File: config.mk
export PLATFORM = sky130hd
export DESIGN_NAME = trim_lim_core
export DESIGN_NICKNAME = d
export VERILOG_FILES = /design/src/rtl/trim_lim_pkg.sv /design/src/rtl/trim_lim_bound.sv /design/src/rtl/trim_lim_slew.sv /design/src/rtl/trim_lim_select.sv /design/src/rtl/trim_lim_core.sv
export SDC_FILE = /design/constraint.sdc
export NUM_CORES = 1
export LEC_CHECK = 0
export BUFFER_PORTS_ARGS = -buffer_cell sky130_fd_sc_hd__buf_2
export CORE_ASPECT_RATIO = 1.75
export CORE_MARGIN = 5
export CORE_UTILIZATION = 55
export DETAILED_ROUTE_END_ITERATION = 12
export MAX_ROUTING_LAYER = met4
export PLACE_DENSITY = 0.79
export SLEW_MARGIN = 20
export SYNTH_ARGS = -nofsm -noshare
export SYNTH_HDL_FRONTEND = slang
export SYNTH_SLANG_ARGS = --single-unit
export TNS_END_PERCENT = 5
File: constraint.sdc
create_clock -name clk -period 0.9 [get_ports clk]
set_clock_uncertainty 0.1 [all_clocks]
set_input_delay 0.27 -clock clk [delete_from_list [all_inputs] [get_ports clk]]
set_output_delay 0.27 -clock clk [all_outputs]
set_load 0.005 [all_outputs]
File: src/rtl/trim_lim_pkg.sv
`timescale 1ns/1ps
package trim_lim_pkg;

  typedef enum logic [1:0] {
    PATH_TRACK  = 2'd0,
    PATH_FORCE  = 2'd1,
    PATH_CANCEL = 2'd2
  } trim_path_e;

  typedef struct packed {
    logic range_bad;
    logic slew_hit;
  } trim_flags_t;

endpackage

File: src/rtl/trim_lim_bound.sv
`timescale 1ns/1ps
module trim_lim_bound #(
  parameter int W       = 16,
  parameter int MAG_MAX = 1280
) (
  input  logic signed [W-1:0] cmd,
  input  logic signed [W-1:0] hi_req,
  input  logic signed [W-1:0] lo_req,
  output logic signed [W-1:0] target,
  output logic                out_of_range
);
  localparam logic signed [W-1:0] MAG_POS = W'(MAG_MAX);
  localparam logic signed [W-1:0] MAG_NEG = -MAG_POS;

  logic signed [W-1:0] hi_eff;
  logic signed [W-1:0] lo_eff;
  logic                above;
  logic                below;

  always_comb begin
    hi_eff = (hi_req > MAG_POS) ? MAG_POS : hi_req;
    lo_eff = (lo_req < MAG_NEG) ? MAG_NEG : lo_req;
    above  = (cmd > hi_eff);
    below  = (cmd < lo_eff);
    if (above)      target = hi_eff;
    else if (below) target = lo_eff;
    else            target = cmd;
    out_of_range = above | below;
  end
endmodule

File: src/rtl/trim_lim_slew.sv
`timescale 1ns/1ps
module trim_lim_slew #(
  parameter int W = 16
) (
  input  logic signed [W-1:0] prev,
  input  logic signed [W-1:0] target,
  input  logic        [W-1:0] step,
  output logic signed [W-1:0] next,
  output logic                limited
);
  localparam int XW = W + 2;

  logic signed [XW-1:0] prev_x;
  logic signed [XW-1:0] tgt_x;
  logic signed [XW-1:0] stp_x;
  logic signed [XW-1:0] delta;
  logic signed [XW-1:0] moved;

  always_comb begin
    prev_x  = {{2{prev[W-1]}}, prev};
    tgt_x   = {{2{target[W-1]}}, target};
    stp_x   = {2'b00, step};
    delta   = tgt_x - prev_x;
    moved   = tgt_x;
    limited = 1'b0;
    if (delta > stp_x) begin
      moved   = prev_x + stp_x;
      limited = 1'b1;
    end else if (delta < -stp_x) begin
      moved   = prev_x - stp_x;
      limited = 1'b1;
    end
    next = moved[W-1:0];
  end
endmodule

File: src/rtl/trim_lim_select.sv
`timescale 1ns/1ps
module trim_lim_select
  import trim_lim_pkg::*;
#(
  parameter int W = 16
) (
  input  logic                fail,
  input  logic                force_en,
  input  logic signed [W-1:0] force_val,
  input  logic signed [W-1:0] track_val,
  input  logic                track_limited,
  output logic signed [W-1:0] sel_val,
  output logic                sel_limited
);
  trim_path_e path;

  always_comb begin
    if (fail)          path = PATH_CANCEL;
    else if (force_en) path = PATH_FORCE;
    else               path = PATH_TRACK;
    case (path)
      PATH_CANCEL: begin sel_val = '0;        sel_limited = 1'b0;          end
      PATH_FORCE:  begin sel_val = force_val; sel_limited = 1'b0;          end
      default:     begin sel_val = track_val; sel_limited = track_limited; end
    endcase
  end
endmodule

File: src/rtl/trim_lim_core.sv
`timescale 1ns/1ps
module trim_lim_core
  import trim_lim_pkg::*;
#(
  parameter int W       = 16,
  parameter int MAG_MAX = 1280,
  parameter int SYNC_N  = 2
) (
  input  logic          clk,
  input  logic          rst_n,
  input  logic          frame_tick,
  input  logic [W-1:0]  cmd_in,
  input  logic [W-1:0]  lim_hi,
  input  logic [W-1:0]  lim_lo,
  input  logic [W-1:0]  step_max,
  input  logic          fail_in,
  input  logic          ovr_en,
  input  logic [W-1:0]  ovr_val,
  output logic [W-1:0]  trim_out,
  output logic          range_fault,
  output logic          rate_limited
);
  logic [SYNC_N-1:0] sync_q;
  logic              rst_ok;

  always_ff @(posedge clk or negedge rst_n) begin
    if (!rst_n) sync_q <= '0;
    else        sync_q <= {sync_q[SYNC_N-2:0], 1'b1};
  end
  assign rst_ok = sync_q[SYNC_N-1];

  logic signed [W-1:0] out_q, out_d;
  trim_flags_t         flg_q, flg_d;

  logic signed [W-1:0] target;
  logic                oor;
  logic signed [W-1:0] slew_next;
  logic                slew_lim;
  logic signed [W-1:0] sel_val;
  logic                sel_lim;

  trim_lim_bound #(.W(W), .MAG_MAX(MAG_MAX)) u_bound (
    .cmd          ($signed(cmd_in)),
    .hi_req       ($signed(lim_hi)),
    .lo_req       ($signed(lim_lo)),
    .target       (target),
    .out_of_range (oor)
  );

  trim_lim_slew #(.W(W)) u_slew (
    .prev    (out_q),
    .target  (target),
    .step    (step_max),
    .next    (slew_next),
    .limited (slew_lim)
  );

  trim_lim_select #(.W(W)) u_sel (
    .fail          (fail_in),
    .force_en      (ovr_en),
    .force_val     ($signed(ovr_val)),
    .track_val     (slew_next),
    .track_limited (slew_lim),
    .sel_val       (sel_val),
    .sel_limited   (sel_lim)
  );

  always_comb begin
    out_d = out_q;
    flg_d = flg_q;
    if (frame_tick) begin
      out_d          = sel_val;
      flg_d.range_bad = oor;
      flg_d.slew_hit  = sel_lim;
    end
  end

  always_ff @(posedge clk or negedge rst_ok) begin
    if (!rst_ok) begin
      out_q <= '0;
      flg_q <= '0;
    end else begin
      out_q <= out_d;
      flg_q <= flg_d;
    end
  end

  assign trim_out     = out_q;
  assign range_fault  = flg_q.range_bad;
  assign rate_limited = flg_q.slew_hit;
endmodule

==> results of run 1 <==
[routing by layer]
layer,global-route usage [%],GRT overflow
met3,57.7,8
met4,110,208
met5,-,-
met2,135,946
met1,81.3,10
[per-stage QoR]
step	hold slack [ns]	cells	area, um^2	setup TNS, ns	setup slack (ns)
after floorplan	-0.126	736	5690	-94.10	-5.51
after detailed placement	-0.0448	1219	8350	-116.82	-6.70
after CTS	0.120	1244	9240	-107.95	-5.89
after global placement	-0.0468	1219	8350	-112.80	-6.47
[cell families after synthesis]
group                      after synthesis
adders and majority gates              107
other                                    1
DFF                                     20
xor gates and xnor gates                39
buffers and inverters                   95
AOI/OAI and AO/OA                      237
muxes                                   16
and+or+nand+nor                        221
[timing repair]
action	4_1_cts
gates resized for setup	126
hold buffers	1
pin swaps	70
setup endpoints to repair	36
setup buffers	20
hold endpoints to repair	2
==> metrics.txt, run 1 <==
gr ovfl total 1172; hpwl dp 19.7 mm; IO buf count 102; cell accounting for the most synthesized area ha_1; Synth Area in Compound Gates 30.5%; Routability Congestion 1.04; Std-Cell Rows 48; Synth Flop Type dfrtp_1; CTS Root Cell clkbuf_16; Yosys top cell area share 23.2%; Synth warnings 0; top post-synthesis cells by count 103 x ha_1, 74 x inv_1, 55 x nand2_1; Tot GR Track Use 96.6%; sequential cell area fraction in the yosys report 9.00%; async set-reset flop share out of synthesis 100%; Die Wd 86.0 um; status stopped before the end; adder-cell share of the synthesized area 24.4%; mean post-synth cell area 7.56 um^2; syn_nets 927; Synth area leaders ha_1 23%, dfrtp_1 9.0%, inv_1 5.0%, a21oi_1 4.8%, xnor2_1 4.4%; DIE HEIGHT 143 um; number of synthesized flops with an enable pin 0; largest net degree at the start of global routing 26; worst endpoint after global-route timing repair trim_out[2]$_DFFE_PN0P_/D; CTS Buffer Depth 2; num ports 103; mux cell area share after synthesis 3.04%; Halt Stage global routing; Netlist Area Pre-Place 5560 um^2; TritonCTS Buffers 3; H-tree Lvls 1; clock sink total 20; Synth Area in XOR/XNOR 6.28%; Yosys cell types 75; Syn Inst Count 736; worst ep type sequential cell input; top-count cell post-synth ha_1; Err [ERROR GRT-0232] Routing congestion too high. Check the congestion heatmap in the GUI.; starting density of the core 56.1%; largest family of logic cells by synthesized area compound AO/OA/AOI/OAI gates; Yosys reg bits 20; Synth Area in Simple Gates 20.2%
==> run 2: changes to the inputs <==
--- a/config.mk
+++ b/config.mk
@@ -6,12 +6,10 @@
 export NUM_CORES = 1
 export LEC_CHECK = 0
 export BUFFER_PORTS_ARGS = -buffer_cell sky130_fd_sc_hd__buf_2
-export CORE_ASPECT_RATIO = 1.75
 export CORE_MARGIN = 5
-export CORE_UTILIZATION = 55
+export CORE_UTILIZATION = 40
 export DETAILED_ROUTE_END_ITERATION = 12
-export MAX_ROUTING_LAYER = met4
-export PLACE_DENSITY = 0.79
+export PLACE_DENSITY_LB_ADDON = 0.15
 export SLEW_MARGIN = 20
 export SYNTH_ARGS = -nofsm -noshare
 export SYNTH_HDL_FRONTEND = slang
==> run 2 against run 1 <==
Compared with the run above:
- the flow now finishes, with violations (negative setup slack)
- synthesized area unchanged
- synthesized cell count is the same
==> metrics.txt, run 2 <==
Pins Over Slew Limit 0; DR pass1 iterations 5; top post-synthesis cells by count 103 x ha_1, 74 x inv_1, 55 x nand2_1 (unchanged); layout cells sized above 1 46.4%; starting density of the core 40.4% (was 56.1%); initial antenna violation count 0; Die Wd 128 um (was 86.0 um); Slew @ Worst Pin 1.00 ns; wire length on met3 1.21 mm; Final Power 29.4 mW; Sw Share 47.7%; Syn Inst Count 736 (unchanged); Synth-to-Final Area Change 70.7%; Worst setup SP type input pin; Worst Setup Path Type input pin to flip-flop; IO buf count 102 (unchanged); Net Switching 14.0 mW; Tot GR Track Use 26.2%; Synth warnings 0 (unchanged); post-layout min period 6.87 ns; hpwl dp 18.2 mm (was 19.7 mm); combinational fraction of design power 91.5%; mean post-synth cell area 7.56 um^2 (unchanged); clock sink total 20 (unchanged); CP max FO 8; clock slew at reported path FFs 0.06 ns; Core Area 13800 um^2; failing checks negative setup slack; Final Hold Viols 0; RSZ-0062 raised after global routing yes; nature of the critical path endpoint flip-flop; number of synthesized flops with an enable pin 0 (unchanged); die area 16400 um^2; Detail Route Antenna Nets 0; CTS tree built; async set-reset flop share out of synthesis 100% (unchanged); largest stage delay on the critical path 0.40 ns; Static Leak 4.76 nW; DIE HEIGHT 128 um (was 143 um); status finished, violations left (was stopped before the end); commonest non-fill, non-tap cell in the layout buf_4; Internal Power 15.4 mW; Max Used Layer met4; FF-to-FF path depth 19; Residual DRC 0; TritonCTS Buffers 3 (unchanged); vias in the first global route 7420; num ports 103 (unchanged); hold slack 0.117 ns; Crit-path slowest cell a2111oi_4; Yosys top cell area share 23.2% (unchanged); # nets final 1324; CTS Root Cell clkbuf_16 (unchanged); Worst EP required 0.95 ns; sequential cell area fraction in the yosys report 9.00% (unchanged); worst r2r dst trim_out[2]$_DFFE_PN0P_; most frequent cells in the layout 281 x buf_4, 91 x ha_1, 80 x buf_2; pwr/cell area 3100 nW/um^2; cell accounting for the most synthesized area ha_1 (unchanged); WL final 22.3 mm; largest net degree at the start of global routing 19; Synth area leaders ha_1 23%, dfrtp_1 9.0%, inv_1 5.0%, a21oi_1 4.8%, xnor2_1 4.4% (unchanged); Slew headroom 32.8%; first-pass GRT wire length 35.2 mm; final worst setup slack -5.97 ns; peak supply drop 1620 uV; HP Class flip-flop to async pin; max FFs per register 16; max-cap violation count 0; top-count cell post-synth ha_1 (unchanged); Std-Cell Rows 43 (was 48); R2R setup slack -3.53 ns; CTS Buffer Depth 2 (unchanged); worst setup path startpoint lim_lo[13]; via count 7084; DR WL/cell 17.0 um; Routability Congestion 0.999 (was 1.04); Via-to-Cell Ratio 5.40; clock share of power 3.3%; Yosys reg bits 20 (unchanged); part of the power in registers 5.2%; Reg-to-Reg Start trim_out[2]$_DFFE_PN0P_; Filler cells 1125; Yosys cell types 75 (unchanged); highest clock rate 146 MHz; met1 WL 9.47 mm; Worst Path Arrival 6.92 ns; DR WL met2 11.0 mm; syn_nets 927 (unchanged); Final setup viols 36; gr ovfl total 0; Netlist Area Pre-Place 5560 um^2 (unchanged); H-tree Lvls 1 (unchanged); period utilization 764%; drt first-iter violations 444; ANT cells 0; Synth Flop Type dfrtp_1 (unchanged); clk_lat worst skew 0.26 ns
## run 2: cell counts after synthesis
Identical to the previous run, type by type.
## run 2: power groups by stage
stage / logic [mW] / registers [mW] / clock network [mW]
2_1_floorplan: 12.2 / 1.67 / 0
4_1_cts: 25.1 / 1.52 / 0.969
3_5_place_dp: 22.3 / 1.47 / 0
5_1_grt: 29.0 / 1.58 / 0.997
3_3_place_gp: 21.8 / 1.45 / 0
6_report: 26.9 / 1.53 / 0.967
## run 2: area by class of cell
cell class	instances	area, um^2	share of cell area, %
clock buffers	3	75.1	0.791
inverters	74	278	2.93
multi-input cells	621	5320	56.0
flip-flops and latches	20	500	5.27
well taps	180	225	2.37
repair buffers	413	3090	32.6
## run 2: layer usage
layer  up-vias  global-route usage (%)
met5         -                       0
li1       3514                       -
met2       236                    47.9
met1      3292                    32.4
met3        42                    2.33
met4         0                    8.43
## run 2: how the worst max path moves through the flow
stage               slack [ns]                  endpoint  cells after the start
detailed placement       -6.67   trim_out[1]$_DFFE_PN0P_                     34
CTS                      -5.89  trim_out[12]$_DFFE_PN0P_                     33
floorplan                -5.51  trim_out[12]$_DFFE_PN0P_                     33
global route             -6.30  trim_out[12]$_DFFE_PN0P_                     33
global placement         -6.32  trim_out[12]$_DFFE_PN0P_                     33
finish                   -5.97   trim_out[2]$_DFFE_PN0P_                     35
## run 2: worst max-delay path: cells and delay by family
kind,cells,cell delay [ns]
muxes,1,0.22
and+or+nand+nor,9,1.28
AOI/OAI and AO/OA,16,3.27
buffers and inverters,4,0.50
adders and majority gates,5,1.36
## run 2: cell families after synthesis
kind of cell    Yosys count  share of synthesized area (%)
compound gates          237                           30.5
xor+xnor                 39                           6.28
fa+ha+maj               107                           24.4
buf+inv                  95                           6.48
flops                    20                           9.00
mux                      16                           3.04
other cells               1                         0.0674
simple gates            221                           20.2
## run 2: metrics by stage
stage	instance area (um^2)	setup slack (ns)	setup TNS, ns	utilization (%)	instances
floorplan	5690	-5.51	-94.10	-	736
global placement	8450	-6.32	-109.85	61.3	1281
detailed placement	8450	-6.67	-114.80	61.3	1281
CTS	9150	-5.89	-107.05	66.4	1297
global route	9490	-6.30	-114.56	68.9	1311
finish	9490	-5.97	-108.39	68.9	1311
## run 2: timing repair
item	in CTS	in global routing
resized for setup	107	43
cloned	0	0
endpoints found under the hold margin	2	0
hold buffers	1	0
setup buffers	13	14
endpoints found under the setup margin	36	36
pin swaps	42	54
No activity file was read; power rests on OpenSTA's default activity.
==> run 3: changes to the inputs <==
--- a/config.mk
+++ b/config.mk
@@ -5,9 +5,11 @@
 export SDC_FILE = /design/constraint.sdc
 export NUM_CORES = 1
 export LEC_CHECK = 0
+export ABC_AREA = 1
 export BUFFER_PORTS_ARGS = -buffer_cell sky130_fd_sc_hd__buf_2
 export CORE_MARGIN = 5
 export CORE_UTILIZATION = 40
+export CTS_BUF_LIST = sky130_fd_sc_hd__clkbuf_4
 export DETAILED_ROUTE_END_ITERATION = 12
 export PLACE_DENSITY_LB_ADDON = 0.15
 export SLEW_MARGIN = 20
==> run 3 against run 2 <==
Compared with the run above:
- the flow still finishes with violations (negative setup slack)
- global-route usage increased by 0.71 points
- routed wire length is 30% higher
- power grew 23%
- via count increased by 25%
- synthesized area is 7.6% higher
- first-iteration DRC count grew 50%
- flip-flop and latch count unchanged
- final area grew 16%
- combinational power increased by 26%
- clock-buffer cell count stayed put
- sequential power shrank 4%
- clock power fell by 17%
- critical path type unchanged
==> metrics.txt, run 3 <==
status finished, violations left (unchanged); failing checks negative setup slack (unchanged); Yosys reg bits 20 (unchanged); Final Hold Viols 0 (unchanged); Detail Route Antenna Nets 0 (unchanged); Final setup viols 36 (unchanged); nature of the critical path endpoint flip-flop (unchanged); Reg-to-Reg Start trim_out[0]$_DFFE_PN0P_ (was trim_out[2]$_DFFE_PN0P_); hpwl dp 20.1 mm (was 18.2 mm); DR pass1 iterations 8 (was 5); most frequent cells in the layout 319 x buf_4, 218 x nand2_1, 127 x inv_1 (was 281 x buf_4, 91 x ha_1, 80 x buf_2); clock sink total 20 (unchanged); Yosys cell types 46 (was 75); gr ovfl total 0 (unchanged); Worst setup SP type input pin (unchanged); Std-Cell Rows 44 (was 43); period utilization 681% (was 764%); layout cells sized above 1 46.5% (was 46.4%); first-pass GRT wire length 39.2 mm (was 35.2 mm); pwr/cell area 3300 nW/um^2 (was 3100 nW/um^2); Hold Path End trim_out[11]$_DFFE_PN0P_; top post-synthesis cells by count 270 x nand2_1, 138 x inv_1, 103 x ha_1 (was 103 x ha_1, 74 x inv_1, 55 x nand2_1); Worst EP required 1.07 ns (was 0.95 ns); Residual DRC 0 (unchanged); num ports 103 (unchanged); HP Class input pin to flip-flop (was flip-flop to async pin); initial antenna violation count 2 (was 0); clock slew at reported path FFs 0.14 ns (was 0.06 ns); clk_lat worst skew 0.33 ns (was 0.26 ns); post-layout min period 6.13 ns (was 6.87 ns); H-tree Lvls 1 (unchanged); largest net degree at the start of global routing 24 (was 19); Synth warnings 0 (unchanged); via count 8850 (was 7084); Die Wd 132 um (was 128 um); async set-reset flop share out of synthesis 100% (unchanged); TritonCTS Buffers 3 (unchanged); CTS Root Cell clkbuf_4 (was clkbuf_16); RSZ-0062 raised after global routing yes (unchanged); Worst Path Arrival 6.30 ns (was 6.92 ns); IO buf count 102 (unchanged); # nets final 1637 (was 1324); drt first-iter violations 666 (was 444); Routability Congestion 0.972 (was 0.999); Netlist Area Pre-Place 5980 um^2 (was 5560 um^2); Via-to-Cell Ratio 5.43 (was 5.40); Design Area, Final 11000 um^2 (was 9490 um^2); DIE HEIGHT 132 um (was 128 um); top-count cell post-synth nand2_1 (was ha_1); source of the worst hold timing path ovr_val[11]; Synth Flop Type dfrtp_1 (unchanged); Yosys top cell area share 21.5% (was 23.2%); max FFs per register 16 (unchanged); largest stage delay on the critical path 0.40 ns (about the same); hold slack 0.0499 ns (was 0.117 ns); Finished Layout Cells 1631 (was 1311); sequential cell area fraction in the yosys report 8.37% (was 9.00%); Syn Inst Count 999 (was 736); FF-to-FF path depth 30 (was 19); commonest non-fill, non-tap cell in the layout buf_4 (unchanged); Synth-to-Final Area Change 83.8% (was 70.7%); mean post-synth cell area 5.99 um^2 (was 7.56 um^2); DR WL/cell 17.8 um (was 17.0 um); most used cell along the critical path nand2_2; Tot GR Track Use 27.0% (was 26.2%); Crit-path slowest cell or3_4 (was a2111oi_4); syn_nets 1190 (was 927); Static Leak 5.86 nW (was 4.76 nW); Setup TNS Final -98.25 ns (was -108.39 ns); final worst setup slack -5.23 ns (was -5.97 ns); CP max FO 8 (unchanged); number of synthesized flops with an enable pin 0 (unchanged); DP Cell Count 1575 (was 1281); vias in the first global route 8082 (was 7420); Pins Over Slew Limit 0 (unchanged); Core Area 14600 um^2 (was 13800 um^2); die area 17500 um^2 (was 16400 um^2); starting density of the core 41.0% (was 40.4%); Final Power 36.2 mW (was 29.4 mW); placed instance area 9070 um^2 (was 8450 um^2); highest clock rate 163 MHz (was 146 MHz); hold-critical path depth 3; cell accounting for the most synthesized area ha_1 (unchanged); peak supply drop 1740 uV (was 1620 uV); worst r2r dst trim_out[5]$_DFFE_PN0P_ (was trim_out[2]$_DFFE_PN0P_); max-cap violation count 0 (unchanged); WL final 29.1 mm (was 22.3 mm); CTS Buffer Depth 2 (unchanged); Worst Setup Path Type input pin to flip-flop (unchanged); R2R setup slack -3.03 ns (was -3.53 ns); CTS tree built (unchanged); Synth area leaders ha_1 22%, nand2_1 17%, inv_1 8.7%, nand3_1 8.5%, dfrtp_1 8.4% (was ha_1 23%, dfrtp_1 9.0%, inv_1 5.0%, a21oi_1 4.8%, xnor2_1 4.4%)
## run 3: changes by cell type in the layout (fill, tap and decap cells not counted), moves of 17 or more
cell	delta
buf_4	+38
nand2_2	+43
nor2_1	+21
inv_1	+53
nand3_2	+21
ha_4	+17
xnor2_1	-18
xor2_1	+19
nand3_1	+63
a21o_1	-21
nand2_1	+166
## run 3: cells by family after synthesis
kind of cell               after synthesis  synth area share, %
adders and majority gates              106                 22.5
other                                    1               0.0627
and+or+nand+nor                        510                 36.9
xor gates and xnor gates                39                 5.71
AOI/OAI and AO/OA                      156                 15.0
DFF                                     20                 8.37
buffers and inverters                  167                 11.3
## run 3: cell type report
cell class              instances  area, um^2
repair inverters                1        8.76
fillers                      1072        3600
multi-input cells             812        5900
flip-flops and latches         20         500
well taps                     184         230
clock inverters                 1        30.0
diodes                          2        5.00
inverters                     140         556
repair buffers                468        3740
clock buffers                   3        22.5
## run 3: worst max-delay path by stage
stage	slack (ns)	startpoint	depth (start not counted)	to
after floorplan	-4.72	lim_hi[0]	46	trim_out[4]$_DFFE_PN0P_
after global placement	-5.54	lim_hi[1]	45	trim_out[13]$_DFFE_PN0P_
after detailed placement	-5.59	lim_hi[1]	46	trim_out[13]$_DFFE_PN0P_
after CTS	-4.92	lim_hi[4]	46	trim_out[1]$_DFFE_PN0P_
after global routing	-5.48	lim_hi[7]	47	trim_out[3]$_DFFE_PN0P_
final	-5.23	lim_lo[13]	50	trim_out[5]$_DFFE_PN0P_
## run 3: critical path: cells and delay by family
family	cells	cell delay (ns)
simple gates	30	2.79
fa+ha+maj	5	1.42
compound gates	5	0.87
buf+inv	10	0.94
## run 3: power breakdown
| part | total, mW | switching [mW] | internal (mW) |
|---|---|---|---|
| Clock | 0.798 | 0.347 | 0.451 |
| Sequential | 1.47 | 0.254 | 1.21 |
| Combinational | 34.0 | 17.5 | 16.5 |
| Total | 36.2 | 18.1 | 18.1 |
## run 3: what timing repair did
item	in CTS	in global routing
gates cloned	5	4
hold buffers	1	0
hold endpoints to repair	2	0
resized for setup	98	198
setup buffers	21	23
pin swaps	34	103
endpoints found under the setup margin	36	36
## run 3: metrics by stage
step,util (%),worst slack [ns]
after CTS,67.5,-4.92
final,75.4,-5.23
after global placement,62.2,-5.54
after floorplan,-,-4.72
after global routing,75.3,-5.48
after detailed placement,62.2,-5.59
## run 3: routing by layer
metal | wire length (um) | track usage [%] | vias to the layer above
met2 | 14300 | 48.5 | 408
met5 | 0 | 0 | -
met1 | 11400 | 34.5 | 4122
li1 | - | - | 4200
met4 | 1650 | 6.84 | 0
met3 | 1730 | 2.40 | 120
